`config.mk`:
```
export PLATFORM = sky130hd
export DESIGN_NAME = uart_ovs_rx
export DESIGN_NICKNAME = d
export VERILOG_FILES = /design/src/rtl/uor_pkg.sv /design/src/rtl/uor_tick_gen.sv /design/src/rtl/uor_sampler.sv /design/src/rtl/uor_fifo.sv /design/src/rtl/uart_ovs_rx.sv
export SDC_FILE = /design/constraint.sdc
export NUM_CORES = 1
export LEC_CHECK = 0
export BUFFER_PORTS_ARGS = -buffer_cell sky130_fd_sc_hd__buf_2
export CAP_MARGIN = 25
export CORE_ASPECT_RATIO = 2
export CORE_MARGIN = 10
export CORE_UTILIZATION = 55
export DETAILED_ROUTE_END_ITERATION = 10
export PLACE_DENSITY = 0.79
export REMOVE_ABC_BUFFERS = 1
export SLEW_MARGIN = 30
export SYNTH_ARGS = -nofsm -noshare
export SYNTH_HDL_FRONTEND = slang
export SYNTH_HIERARCHICAL = 1
export SYNTH_SLANG_ARGS = --single-unit
```
`constraint.sdc`:
```
create_clock -name clk -period 3.4 [get_ports clk]
set_clock_uncertainty 0.05 [all_clocks]
set_input_delay 0.68 -clock clk [delete_from_list [all_inputs] [get_ports clk]]
set_output_delay 0.68 -clock clk [all_outputs]
set_load 0.01 [all_outputs]
```
`src/rtl/uor_pkg.sv`:
```
package uor_pkg;
  localparam int CODE_W = 4;
  localparam int DIVW   = 9;

  typedef enum logic [0:0] {ST_IDLE, ST_CELL} rx_state_e;

  // Ratio = (1 or 3) shifted left by the low three code bits
  function automatic logic [DIVW-1:0] div_ratio(input logic [CODE_W-1:0] code);
    logic [DIVW-1:0] base;
    base = code[CODE_W-1] ? DIVW'(3) : DIVW'(1);
    return base << code[2:0];
  endfunction
endpackage

```
`src/rtl/uor_tick_gen.sv`:
```
module uor_tick_gen
  import uor_pkg::*;
(
  input  logic              clk,
  input  logic              rst,
  input  logic              run,
  input  logic [CODE_W-1:0] code,
  output logic              tick
);
  logic [DIVW-1:0] cnt_q;
  logic [DIVW-1:0] lim;

  assign lim = div_ratio(code) - 1'b1;

  always_ff @(posedge clk) begin
    if (rst || !run) begin
      cnt_q <= '0;
      tick  <= 1'b0;
    end else if (cnt_q >= lim) begin
      cnt_q <= '0;
      tick  <= 1'b1;
    end else begin
      cnt_q <= cnt_q + 1'b1;
      tick  <= 1'b0;
    end
  end

  // Checker: count clocks between ticks while the code is steady
  logic [DIVW-1:0]   gap_q;
  logic              seen_q;
  logic              chg_q;
  logic [CODE_W-1:0] code_d;

  always_ff @(posedge clk) begin
    if (rst || !run) begin
      gap_q  <= '0;
      seen_q <= 1'b0;
      chg_q  <= 1'b0;
      code_d <= code;
    end else begin
      code_d <= code;
      if (tick) begin
        gap_q  <= '0;
        seen_q <= 1'b1;
        chg_q  <= 1'b0;
      end else begin
        gap_q <= gap_q + 1'b1;
        chg_q <= chg_q | (code != code_d);
      end
    end
  end


  tick_spacing_chk: assert property (@(posedge clk) disable iff (rst || !run)
    (tick && seen_q && !chg_q && (code == code_d)) |-> (gap_q == lim));
endmodule

```
`src/rtl/uor_sampler.sv`:
```
module uor_sampler
  import uor_pkg::*;
#(
  parameter int MAXD = 8,
  parameter int OVS  = 16
)(
  input  logic          clk,
  input  logic          rst,
  input  logic          tick,
  input  logic          rx_in,
  input  logic          irda_en,
  input  logic          word7,
  input  logic          extra_en,
  input  logic          halt,
  output logic          push,
  output logic [MAXD:0] word,
  output logic          frame_err,
  output logic          activity
);
  localparam int TW  = $clog2(OVS);
  localparam int BW  = $clog2(MAXD + 4);
  localparam int DW  = $clog2(MAXD);
  localparam int MID = OVS / 2;

  logic [1:0]      sync_q;
  logic            rx_s;
  logic            rx_prev;
  logic            halt_d;
  rx_state_e       state;
  logic            armed;
  logic            plow;
  logic            zseen;
  logic [TW-1:0]   tcnt;
  logic [BW-1:0]   bidx;
  logic            s7, s8;
  logic [MAXD-1:0] shreg;
  logic            ext;

  logic [BW-1:0]   ndata;
  logic [BW-1:0]   stop_idx;
  logic [DW-1:0]   dsel;
  logic            maj;
  logic            ir_hit;
  logic            bval;

  assign rx_s     = sync_q[1];
  assign ndata    = word7 ? BW'(MAXD - 1) : BW'(MAXD);
  assign stop_idx = BW'(1) + ndata + BW'(extra_en);
  assign dsel     = DW'(bidx - 1'b1);
  assign maj      = (s7 & s8) | (s7 & rx_s) | (s8 & rx_s);
  assign ir_hit   = !rx_s && plow;
  assign bval     = irda_en ? !(zseen | ir_hit) : maj;
  assign word     = {ext, shreg};

  always_ff @(posedge clk) begin
    if (rst) begin
      sync_q  <= 2'b11;
      rx_prev <= 1'b1;
      halt_d  <= 1'b0;
    end else begin
      sync_q  <= {sync_q[0], rx_in};
      rx_prev <= rx_s;
      halt_d  <= halt;
    end
  end

  always_ff @(posedge clk) begin
    if (rst) activity <= 1'b0;
    else     activity <= halt & ((halt_d & activity) | (rx_s != rx_prev));
  end

  always_ff @(posedge clk) begin
    if (rst || halt) begin
      state     <= ST_IDLE;
      armed     <= 1'b0;
      plow      <= 1'b0;
      zseen     <= 1'b0;
      tcnt      <= '0;
      bidx      <= '0;
      s7        <= 1'b0;
      s8        <= 1'b0;
      shreg     <= '0;
      ext       <= 1'b0;
      push      <= 1'b0;
      frame_err <= 1'b0;
    end else begin
      push <= 1'b0;
      if (tick) begin
        case (state)
          ST_IDLE: begin
            if (rx_s) begin
              armed <= 1'b1;
              plow  <= 1'b0;
            end else if (armed) begin
              if (!irda_en) begin
                state <= ST_CELL;
                tcnt  <= TW'(1);
                bidx  <= '0;
                armed <= 1'b0;
                shreg <= '0;
                ext   <= 1'b0;
              end else if (plow) begin
                state <= ST_CELL;
                tcnt  <= TW'(2);
                bidx  <= '0;
                armed <= 1'b0;
                zseen <= 1'b1;
                shreg <= '0;
                ext   <= 1'b0;
              end else begin
                plow <= 1'b1;
              end
            end
          end
          default: begin
            tcnt <= (tcnt == TW'(OVS - 1)) ? '0 : tcnt + 1'b1;
            plow <= !rx_s;
            if (tcnt == TW'(OVS - 1)) begin
              zseen <= 1'b0;
              bidx  <= bidx + 1'b1;
            end else begin
              zseen <= zseen | ir_hit;
            end
            if (tcnt == TW'(MID - 2)) s7 <= rx_s;
            if (tcnt == TW'(MID - 1)) s8 <= rx_s;
            if (tcnt == TW'(MID)) begin
              if (bidx == '0) begin
                if (bval) state <= ST_IDLE;
              end else if (bidx == stop_idx) begin
                state <= ST_IDLE;
                if (bval) begin
                  push      <= 1'b1;
                  frame_err <= 1'b0;
                end else begin
                  frame_err <= 1'b1;
                end
              end else if (bidx <= ndata) begin
                shreg[dsel] <= bval;
              end else begin
                ext <= bval;
              end
            end
          end
        endcase
      end
    end
  end


  fe_clear_chk: assert property (@(posedge clk) disable iff (rst)
    $fell(frame_err) |-> (push || $past(halt)));


  fe_nopush_chk: assert property (@(posedge clk) disable iff (rst)
    $rose(frame_err) |-> !push);


  act_off_chk: assert property (@(posedge clk) disable iff (rst)
    !halt |=> !activity);


  push_from_cell_chk: assert property (@(posedge clk) disable iff (rst)
    push |-> $past(state == ST_CELL));
endmodule

```
`src/rtl/uor_fifo.sv`:
```
module uor_fifo #(
  parameter int DEPTH = 8,
  parameter int W     = 9
)(
  input  logic         clk,
  input  logic         rst,
  input  logic         flush,
  input  logic         bypass,
  input  logic         push,
  input  logic [W-1:0] wdata,
  input  logic         pop,
  output logic [W-1:0] rdata,
  output logic         avail
);
  localparam int AW = $clog2(DEPTH);
  localparam int CW = AW + 1;

  logic [W-1:0]  mem [DEPTH];
  logic [AW-1:0] wp, rp;
  logic [CW-1:0] count;
  logic [W-1:0]  hold_q;
  logic          hold_v;
  logic          q_pop;
  logic          q_ovf;
  logic          q_we;

  assign q_pop = pop && (count != '0);
  assign q_ovf = push && !q_pop && (count == CW'(DEPTH));
  assign q_we  = push && !bypass && !flush && !q_ovf;

  function automatic logic [AW-1:0] nxt(input logic [AW-1:0] p);
    return (p == AW'(DEPTH - 1)) ? '0 : p + 1'b1;
  endfunction

  always_ff @(posedge clk) begin
    if (q_we) mem[wp] <= wdata;
  end

  always_ff @(posedge clk) begin
    if (rst || flush || bypass) begin
      wp    <= '0;
      rp    <= '0;
      count <= '0;
    end else if (q_ovf) begin
      wp    <= '0;
      rp    <= '0;
      count <= '0;
    end else begin
      if (push)  wp <= nxt(wp);
      if (q_pop) rp <= nxt(rp);
      if (push && !q_pop)      count <= count + 1'b1;
      else if (!push && q_pop) count <= count - 1'b1;
    end
  end

  always_ff @(posedge clk) begin
    if (rst || flush || !bypass) begin
      hold_q <= '0;
      hold_v <= 1'b0;
    end else if (push) begin
      hold_q <= wdata;
      hold_v <= 1'b1;
    end else if (pop) begin
      hold_v <= 1'b0;
    end
  end

  always_comb begin
    if (bypass) begin
      avail = hold_v;
      rdata = hold_v ? hold_q : '0;
    end else begin
      avail = (count != '0);
      rdata = avail ? mem[rp] : '0;
    end
  end


  ovf_empty_chk: assert property (@(posedge clk) disable iff (rst)
    (push && !pop && !flush && !bypass && count == CW'(DEPTH)) |=> (count == '0));


  push_grow_chk: assert property (@(posedge clk) disable iff (rst)
    (push && !pop && !flush && !bypass && count < CW'(DEPTH)) |=> (count == $past(count) + 1'b1));


  same_cycle_chk: assert property (@(posedge clk) disable iff (rst)
    (push && pop && !flush && !bypass && count != '0) |=> (count == $past(count)));


  depth_bound_chk: assert property (@(posedge clk) disable iff (rst)
    count <= CW'(DEPTH));
endmodule

```
`src/rtl/uart_ovs_rx.sv`:
```
module uart_ovs_rx
  import uor_pkg::*;
#(
  parameter int MAXD  = 8,
  parameter int OVS   = 16,
  parameter int DEPTH = 8
)(
  input  logic              clk,
  input  logic              rst,
  input  logic [CODE_W-1:0] div_code,
  input  logic              word7,
  input  logic              extra_en,
  input  logic              irda_en,
  input  logic              fifo_off,
  input  logic              shutdown,
  input  logic              rx_in,
  input  logic              pop,
  output logic [MAXD:0]     rd_word,
  output logic              data_avail,
  output logic              frame_err,
  output logic              rx_activity
);
  localparam int WW = MAXD + 1;

  logic          tick;
  logic          push;
  logic [WW-1:0] word;
  logic          mode_q;
  logic          flush;

  always_ff @(posedge clk) begin
    if (rst) mode_q <= 1'b0;
    else     mode_q <= fifo_off;
  end

  assign flush = shutdown | (mode_q != fifo_off);

  uor_tick_gen u_tick (
    .clk  (clk),
    .rst  (rst),
    .run  (!shutdown),
    .code (div_code),
    .tick (tick)
  );

  uor_sampler #(.MAXD(MAXD), .OVS(OVS)) u_smp (
    .clk       (clk),
    .rst       (rst),
    .tick      (tick),
    .rx_in     (rx_in),
    .irda_en   (irda_en),
    .word7     (word7),
    .extra_en  (extra_en),
    .halt      (shutdown),
    .push      (push),
    .word      (word),
    .frame_err (frame_err),
    .activity  (rx_activity)
  );

  uor_fifo #(.DEPTH(DEPTH), .W(WW)) u_fifo (
    .clk    (clk),
    .rst    (rst),
    .flush  (flush),
    .bypass (fifo_off),
    .push   (push),
    .wdata  (word),
    .pop    (pop),
    .rdata  (rd_word),
    .avail  (data_avail)
  );
endmodule

```
==> metrics.yaml <==
synthCells: 543
cts-htree-levels: 4
synthXorXnorAreaFrac: 0.02535
numCtsBuffers: 17
holdBufCountCts: 0
cts_sinks: 136
pwr-share-comb: 0.026
hold_class: "flop to flop"
rsz0062_at_grt: "no"
die_w_um: 97.26
row_count: 56
maxCapViolCount: 0
drv_slew: 0
yosysUniqueCellTypes: 77
grt_remaining_overflow: 0
dr.pass1.iters: 5
synth_seq_area_share: 0.5245
clk_pin_slew_worst_paths_ns: 0.06
fill_cells: 857
grt_max_degree: 19
ys.flop_type: "edfxtp_1"
cts_tree: "built"
pwr_density_cell_nw_per_um2: 504.6
cts_setup_buffers: 0
syn_to_final_growth_pct: 13.76
synth_edf_count: 72
start_util: 0.5611
critical_path_class: "flop to primary output"
ctsResizeCount: 0
yosys.area.top_type: "edfxtp_1"
r2r_setup_slack_ns: 0.85
fin_nets: 624
p_seq_frac: 0.456
p_sw_uw: 774.8
setup_viol_count_final: 0
grt_use_total: 0.1693
synth_top_family_by_area: "simple AND/OR/NAND/NOR gates"
finalCriticalPeriod_ns: 3.058
end_kind: "primary output"
place_ws_ns: -0.07162
grt_pass1_vias: 4728
crit_path_start_kind: "flop"
yosys.area_share.adder: 0.05832
synth_area_leaders: "edfxtp_1, dfxtp_1, ha_1"
drt-initial-drc-count: 279
synth_seq_cells: 136
switching_share: 0.2056
synth.most_common_cell: "edfxtp_1"
peakVddDrop_uv: 414.5
clk_latency_ns: 0.42
async_reset_ff_frac: 0
synth_commonest_cells: "edfxtp_1, dfxtp_1, nor2_1"
clock.fmax_mhz: 327.0
cts_max_path_buffers: 2
io_buffers: 24
cp.arrival_ns: 2.33
p_leak_nw: 2.779
clkPwrFrac: 0.518
final_core_util: 0.6383
drcViolationCount: 0
status: "completed"
clockRootBuffer: "clkbuf_16"
die-height_um: 174.5
grt_pass1_wl_um: 23200
hold_violations: 0
yosys.area_share.simple: 0.1605
min_period_over_period: 0.8994
antenna_found_initial: 0
fp.coreArea_um2: 11700
postRouteAntennaNets: 0
holdWs_ns: 0.3701
cp_max_fo: 9
drt_wl_total_um: 13990
p_int_mw: 2.994
tightest_slew_ns: 0.6515
vias: 4388
synth_top_area_share: 0.3293
drive_gt1_frac: 0.2121
slew_headroom: 0.5651
syn_area_per_cell_um2: 12.09
required_ns: 2.67
syn-cell-area_um2: 6565
io_pins: 25
dieArea_um2: 16970
gp_congestion: 0.8266
viasPerCell: 5.938
dp_hpwl_um: 10070
synth_warnings: 6
wl_per_cell_um: 18.93
synth_compound_area_frac: 0.1121
setup_ws_ns: 0.3421
synthMuxAreaShare: 0.08824
antenna_cells: 0
==> state kept, by name, summed over array words and instances, names as in the netlist, 2 cells and up, named ones only <==
name	flops
u_smp/bidx	4
u_smp/shreg	8
u_fifo/mem	72
u_fifo/count	4
u_tick/cnt_q	9
u_smp/sync_q	2
u_fifo/rp	3
u_fifo/hold_q	9
u_fifo/wp	3
u_smp/tcnt	4
==> cell usage in the layout (no fill, tap or decap), drive strengths merged, types with 4 or more instances in the layout <==
cell type / count
a21oi: 25
dfxtp: 64
a211oi: 6
nor3: 18
a22oi: 6
a31oi: 5
nand4: 8
xnor2: 13
bufinv: 4
nand2b: 13
nor3b: 6
inv: 15
clkinv: 4
nor2: 55
nand3: 13
or2: 8
clkbuf: 19
o31ai: 11
mux4: 9
o21ai: 18
nor2b: 11
xor2: 6
ha: 29
a32o: 6
edfxtp: 72
buf: 42
mux2i: 29
nand2: 30
mux2: 7
or3: 4
==> stage by stage <==
step                cells  cell area (um^2)  power, mW  TNS (ns)
finish                739              7468      3.769         0
global route          739              7468      3.876         0
CTS                   739              7468      3.789         0
detailed placement    707              6843      1.853   -0.3867
global placement      707              6843      1.848         0
floorplan             520              6406      1.817         0
==> cells by family after synthesis <==
group           after synthesis
simple gates                181
flops                       136
compound gates               97
mux                          45
buf+inv                      35
fa+ha+maj                    30
xor+xnor                     19
==> area by class of cell <==
| class | count | area, um^2 | area share |
|---|---|---|---|
| Clock inverter | 13 | 192.7 | 0.02580 |
| Clock buffer | 19 | 432.9 | 0.05797 |
| Sequential cell | 136 | 3443 | 0.4610 |
| Inverter | 12 | 45.04 | 0.006031 |
| Timing Repair Buffer | 42 | 255.2 | 0.03418 |
| Tap cell | 145 | 181.4 | 0.02429 |
| Multi-Input combinational cell | 372 | 2918 | 0.3907 |
==> layer usage <==
| layer | GRT usage | vias to the layer above | part of all wire |
|---|---|---|---|
| met5 | 0 | - | 0 |
| li1 | - | 2107 | - |
| met2 | 0.3334 | 90 | 0.58 |
| met3 | 0.04329 | 35 | 0.033 |
| met4 | 0.07552 | 0 | 0.028 |
| met1 | 0.1547 | 2156 | 0.35 |
==> critical path: stages, from the launching register on <==
cell	delay [ns]
dfxtp_1	0.67
buf_4	0.29
mux4_1	0.61
nor2_1	0.12
o21ai_1	0.08
buf_2	0.14
==> power by group through the flow <==
stage	combinational [mW]	clock, mW	sequential (mW)
3_5_place_dp	0.0984	0	1.75
3_3_place_gp	0.0940	0	1.75
5_1_grt	0.110	2.05	1.72
4_1_cts	0.0991	1.97	1.72
6_report	0.0986	1.95	1.72
2_1_floorplan	0.0635	0	1.75
==> worst paths after layout <==
| path | startpoint | endpoint | cells after the start |
|---|---|---|---|
| max | flop | rd_word[0] | 5 |
| min | u_smp/sync_q[0] | u_smp/sync_q[1] | 1 |
| min reg2reg | u_smp/sync_q[0] | u_smp/sync_q[1] | 1 |
| max reg2reg | u_fifo/count[0] | u_fifo/count[3] | 8 |
(Power assumes the default switching activity.)
